### config.mk
export PLATFORM = sky130hd
export DESIGN_NAME = bb_flow_guard
export DESIGN_NICKNAME = d
export VERILOG_FILES = /design/src/rtl/bbg_pkg.sv /design/src/rtl/bb_table.sv /design/src/rtl/bb_edge_check.sv /design/src/rtl/bb_flow_guard.sv
export SDC_FILE = /design/constraint.sdc
export NUM_CORES = 1
export LEC_CHECK = 0
export CAP_MARGIN = 20
export CORE_ASPECT_RATIO = 1.75
export CORE_MARGIN = 1.5
export CORE_UTILIZATION = 30
export DETAILED_ROUTE_END_ITERATION = 10
export DONT_BUFFER_PORTS = 1
export GPL_TIMING_DRIVEN = 0
export SYNTH_ARGS = -nofsm -noshare
export SYNTH_HDL_FRONTEND = slang
export SYNTH_HIERARCHICAL = 1
export SYNTH_SLANG_ARGS = --single-unit
### constraint.sdc
create_clock -name clk -period 4.45 [get_ports clk]
set_input_delay 1.1125 -clock clk [delete_from_list [all_inputs] [get_ports clk]]
set_output_delay 1.1125 -clock clk [all_outputs]
set_load 0.01 [all_outputs]
### src/rtl/bbg_pkg.sv
package bbg_pkg;
  typedef enum logic [1:0] {
    ALM_NONE   = 2'd0,
    ALM_COUNT  = 2'd1,
    ALM_EDGE   = 2'd2,
    ALM_SILENT = 2'd3
  } alarm_e;
endpackage

### src/rtl/bb_table.sv
// Per-block descriptor storage: length, successor slots, slot enables.
module bb_table #(
  parameter int NUM_BLK = 16,
  parameter int ID_W    = 4,
  parameter int CNT_W   = 8,
  parameter int SUCC_N  = 2
) (
  input  logic                     clk,
  input  logic                     rst_n,
  input  logic                     we,
  input  logic [ID_W-1:0]          wid,
  input  logic [CNT_W-1:0]         wcnt,
  input  logic [SUCC_N*ID_W-1:0]   wsucc,
  input  logic [SUCC_N-1:0]        wmask,
  input  logic [ID_W-1:0]          rid,
  output logic [CNT_W-1:0]         rcnt,
  output logic [SUCC_N*ID_W-1:0]   rsucc,
  output logic [SUCC_N-1:0]        rmask
);
  logic [CNT_W-1:0]       len_q  [NUM_BLK];
  logic [SUCC_N*ID_W-1:0] succ_q [NUM_BLK];
  logic [SUCC_N-1:0]      mask_q [NUM_BLK];

  always_ff @(posedge clk) begin
    if (!rst_n) begin
      for (int b = 0; b < NUM_BLK; b++) begin
        len_q[b]  <= '0;
        succ_q[b] <= '0;
        mask_q[b] <= '0;
      end
    end else if (we) begin
      len_q[wid]  <= wcnt;
      succ_q[wid] <= wsucc;
      mask_q[wid] <= wmask;
    end
  end

  assign rcnt  = len_q[rid];
  assign rsucc = succ_q[rid];
  assign rmask = mask_q[rid];
endmodule

### src/rtl/bb_edge_check.sv
// Compares a candidate block id against every enabled successor slot.
module bb_edge_check #(
  parameter int ID_W   = 4,
  parameter int SUCC_N = 2
) (
  input  logic [SUCC_N*ID_W-1:0] succ,
  input  logic [SUCC_N-1:0]      mask,
  input  logic [ID_W-1:0]        cand,
  output logic                   hit
);
  logic [SUCC_N-1:0] slot_hit;

  for (genvar s = 0; s < SUCC_N; s++) begin : g_slot
    assign slot_hit[s] = mask[s] && (succ[s*ID_W +: ID_W] == cand);
  end

  assign hit = |slot_hit;
endmodule

### src/rtl/bb_flow_guard.sv
module bb_flow_guard
  import bbg_pkg::*;
#(
  parameter int NUM_BLK  = 16,
  parameter int SUCC_N   = 2,
  parameter int CNT_W    = 8,
  parameter int PROBE_W  = 16,
  parameter int ENTRY_ID = 0
) (
  input  logic                              clk,
  input  logic                              rst_n,
  input  logic                              ld_valid,
  output logic                              ld_ready,
  input  logic [$clog2(NUM_BLK)-1:0]        ld_id,
  input  logic [CNT_W-1:0]                  ld_count,
  input  logic [SUCC_N*$clog2(NUM_BLK)-1:0] ld_succ,
  input  logic [SUCC_N-1:0]                 ld_mask,
  input  logic                              ci_valid,
  output logic                              ci_ready,
  input  logic [$clog2(NUM_BLK)-1:0]        ci_id,
  input  logic [PROBE_W-1:0]                icount,
  output logic                              alarm,
  output logic [1:0]                        alarm_code
);
  localparam int ID_W = $clog2(NUM_BLK);

  logic              started_q;
  logic              alarm_q;
  alarm_e            code_q;
  logic [ID_W-1:0]   cur_q;
  logic [PROBE_W-1:0] base_q;

  logic [CNT_W-1:0]       cur_len;
  logic [SUCC_N*ID_W-1:0] cur_succ;
  logic [SUCC_N-1:0]      cur_mask;
  logic                   edge_ok;
  logic [PROBE_W-1:0]     span;
  logic [PROBE_W-1:0]     len_ext;
  logic                   fault;
  alarm_e                 fault_code;

  assign ld_ready = rst_n && !started_q;
  assign ci_ready = rst_n;

  bb_table #(
    .NUM_BLK(NUM_BLK), .ID_W(ID_W), .CNT_W(CNT_W), .SUCC_N(SUCC_N)
  ) u_table (
    .clk(clk), .rst_n(rst_n),
    .we(ld_valid && ld_ready),
    .wid(ld_id), .wcnt(ld_count), .wsucc(ld_succ), .wmask(ld_mask),
    .rid(cur_q),
    .rcnt(cur_len), .rsucc(cur_succ), .rmask(cur_mask)
  );

  bb_edge_check #(.ID_W(ID_W), .SUCC_N(SUCC_N)) u_edge (
    .succ(cur_succ), .mask(cur_mask), .cand(ci_id), .hit(edge_ok)
  );

  assign span    = icount - base_q;
  assign len_ext = PROBE_W'(cur_len);

  always_comb begin
    fault      = 1'b0;
    fault_code = ALM_NONE;
    if (ci_valid) begin
      if (!started_q) begin
        if (ci_id != ID_W'(ENTRY_ID)) begin
          fault      = 1'b1;
          fault_code = ALM_EDGE;
        end
      end else if (span != len_ext) begin
        fault      = 1'b1;
        fault_code = ALM_COUNT;
      end else if (!edge_ok) begin
        fault      = 1'b1;
        fault_code = ALM_EDGE;
      end
    end else if (started_q && (span > len_ext)) begin
      fault      = 1'b1;
      fault_code = ALM_SILENT;
    end
  end

  always_ff @(posedge clk) begin
    if (!rst_n) begin
      started_q <= 1'b0;
      alarm_q   <= 1'b0;
      code_q    <= ALM_NONE;
      cur_q     <= '0;
      base_q    <= '0;
    end else begin
      if (ci_valid) begin
        started_q <= 1'b1;
        cur_q     <= ci_id;
        base_q    <= icount;
      end
      if (!alarm_q && fault) begin
        alarm_q <= 1'b1;
        code_q  <= fault_code;
      end
    end
  end

  assign alarm      = alarm_q;
  assign alarm_code = code_q;

  p_sticky_r8: assert property (@(posedge clk) disable iff (!rst_n)
    alarm |=> alarm);

  p_code_frozen_r8: assert property (@(posedge clk) disable iff (!rst_n)
    alarm |=> $stable(alarm_code));

  p_code_set_r8: assert property (@(posedge clk) disable iff (!rst_n)
    $rose(alarm) |-> (alarm_code != 2'd0));

  p_table_lock_r2: assert property (@(posedge clk) disable iff (!rst_n)
    ci_valid |=> !ld_ready);

  p_ready_r9: assert property (@(posedge clk) disable iff (!rst_n)
    ci_valid |-> ci_ready);
endmodule

==> flow_summary_export.csv <==
group,metric,value,unit
synthesis,ys_seq_area_share,59.3,%
synthesis,synth_cells,1071,
clocking,htree_levels,1,
die,fp.dieW,174,µm
route,highest_layer,"met4",
cells_and_area,diodes,0,
route,drt_iter0_drc,406,
synthesis,yosysTopAreaCell,"edfxtp_1",
synthesis,syn_area_per_cell,14.4,µm²
cells_and_area,stdcell_count,1801,
timing,fin_skew,18.3,ps
timing,finalCritPeriodShare,89.4,%
worst_setup_path,crit_path_start,"cur_q[1]",
clocking,hold_buffers,0,
clocking,path_clk_slew,70,ps
synthesis,synth_seq_cells,312,
grt,antenna_found_initial,0,
timing,setup_viol,0,
die,core-area,50600,µm²
placed_design,place.gp.congestion,0.788,
die,rows,109,
synthesis,synthArstFlopShare,0,%
placed_design,io_buffers,0,
cells_and_area,drive_gt1_share,20.1,%
synthesis,ys.flop_type,"edfxtp_1",
timing,tightest_slew,1120,ps
placed_design,placed_cells,1749,
die,die_y,303,µm
worst_setup_path,r2r_end,"alarm_code[1]",
synthesis,syn-num-nets,1141,
die,dieArea,52700,µm²
worst_setup_path,end_kind,"flip-flop",
pwr,finalPower,6.68,mW
min_path,min_path_cells,2,
clocking,cts-resized-gates,0,
cells_and_area,final_core_util,34.6,%
worst_setup_path,r2r_slack,470,ps
clocking,cts_setup_buffers,0,
synthesis,yosys_warnings,6,
clocking,cts_sinks,312,
worst_setup_path,cp_cell_sequence,"clkbuf_2 > buf_1 > mux4_2 > a22oi_1 > nand2_1 > inv_1 > ha_1 > nor2b_1 > o211ai_1 > a31oi_1 > o21ai_0 > a21oi_1 > nor4_1 > a311oi_1 > o221a_1",
worst_setup_path,cp_data_arrival_time,4450,ps
worst_setup_path,crit_fanout,10,
grt,grt_overflow,0,
status,status,"finished, final reports clean",
route,routed_wl,36200,µm
route,viasPerCell,4.71,
timing,holdWs,501,ps
timing,finalHoldViolations,0,
grt,grt_pass1_vias,9239,
route,drt_pre_antenna_iters,5,
route,drc,0,
worst_setup_path,path_class,"flip-flop to flip-flop",
route,met1_length,10900,µm
pwr,powerDensity,382,nW/µm²
grt,track_usage,14.0,%
cells_and_area,area_growth,13.6,%
pwr,p_leak,6.32,nW
pwr,peakVddDrop,0.000276,V
route,wl_met3,1470,µm
timing,timing.fmax,0.251,GHz
grt,grt_pass1_wl,55000,µm
clocking,clk_latency,570,ps
worst_setup_path,slowest_stage,"buf_1",
worst_setup_path,reg2regPathDepth,15,
synthesis,synth_edf_count,288,
timing,slew_headroom,25.3,%
worst_setup_path,startpoint_type,"flip-flop",
timing,rsz0062_at_grt,"false",
worst_setup_path,worstReg2RegStart,"cur_q[1]",
synthesis,synth_area,15400,µm²
timing,period_minus_slack,3980,ps
cells_and_area,most-common-layout-cells,"288 x edfxtp_1, 272 x and2_1, 72 x mux4_2",
synthesis,yosysTopAreaCellShare,56.2,%
placed_design,hpwlAfterDp,29000,µm
synthesis,synth_area_leaders,"edfxtp_1 56%, and2_1 11%, mux4_2 11%, dfxtp_1 3.1%, ha_1 1.9%",
route,wl_met2,22900,µm
cells_and_area,nets,1183,
timing,tns,0,ps
clocking,root_buffer,"clkbuf_16",
clocking,cts.path.max_buffers,3,
worst_setup_path,crit_required,4920,ps
clocking,cts_buffers,28,
timing,drv_slew,0,
synthesis,ys_types,70,
cells_and_area,final_common_cell,"edfxtp_1",
route,ant_nets,0,
flow_run,cap_violations,0,
route,wl_per_cell,20.1,µm
route,route.vias.total,8482,
die,io_pins,51,
grt,grt_max_degree,19,
worst_setup_path,endpoint,"alarm_code[1]",
worst_setup_path,max_stage_delay,850,ps
die,initial_core_util,30.4,%
clocking,cts_tree,"done",
min_path,holdCritPathClass,"flip-flop to flip-flop",
==> worst min path at each step <==
stage / start / end / slack [ps]
after floorplan: base_q[10] / base_q[10] / 460
final: base_q[8] / base_q[8] / 500
after global routing: base_q[6] / base_q[6] / 530
after CTS: base_q[4] / base_q[4] / 510
after global placement: base_q[9] / base_q[9] / 470
after detailed placement: base_q[7] / base_q[7] / 490
==> flip-flops by register name, indices dropped and copies added, names as in the netlist <==
register and count:
u_table/mask_q 32, u_table/len_q 128, started_q 1, u_table/succ_q 128, alarm_code 2, alarm 1
cur_q 4, base_q 16
==> kinds of logic after synthesis <==
kind of cell | after synthesis | synth area share [%]
AOI/OAI and AO/OA | 108 | 5.01
xor gates and xnor gates | 15 | 0.853
and+or+nand+nor | 418 | 17.6
adders and majority gates | 24 | 2.00
buffers and inverters | 100 | 3.27
DFF | 312 | 59.3
muxes | 94 | 12.0
==> synth_stat cells, drive strengths merged (6+ instances only) <==
master and instances:
nand2b 10, inv 30, ha 23, xnor2 8
xor2 7, nor3 6, a21oi 14, nor2 35
dfxtp 24, a22oi 36, clkbuf 29, buf 40
mux4 72, and2 292, edfxtp 288, mux2i 22
o21ai 22, nand2 34, nor2b 17
==> power by group <==
group          switching, mW  internal [mW]
logic                  0.372          0.264
clock network           1.10           1.62
registers             0.0337           3.30
total                   1.50           5.18
==> layout make-up <==
cell class	count	area (µm²)
plain buffers	69	387
clock buffers	36	761
clock inverters	16	277
fillers	4787	33100
inverters	31	116
multi-input cells	659	5810
flip-flops and latches	312	9130
well taps	666	833
repair buffers	12	180
==> metrics by stage <==
step	setup slack [ps]	area (µm²)
floorplan	494	15400
global placement	-1100	16200
detailed placement	-4.20	16500
CTS	441	17500
global route	157	17500
finish	474	17500
==> critical path, delay by kind of cell (launching register included) <==
kind                       cells  cell delay [ps]
adders and majority gates      1              240
buffers and inverters          3             1200
DFF                            1              330
and+or+nand+nor                3              460
AOI/OAI and AO/OA              7             1230
muxes                          1              410
==> routing by layer <==
layer | global-route usage, % | up-vias
met5 | 0 | -
met4 | 4.33 | 0
met3 | 2.29 | 36
met2 | 31.5 | 102
met1 | 11.6 | 4314
li1 | - | 4030
Power figures use the tool's default switching activity.
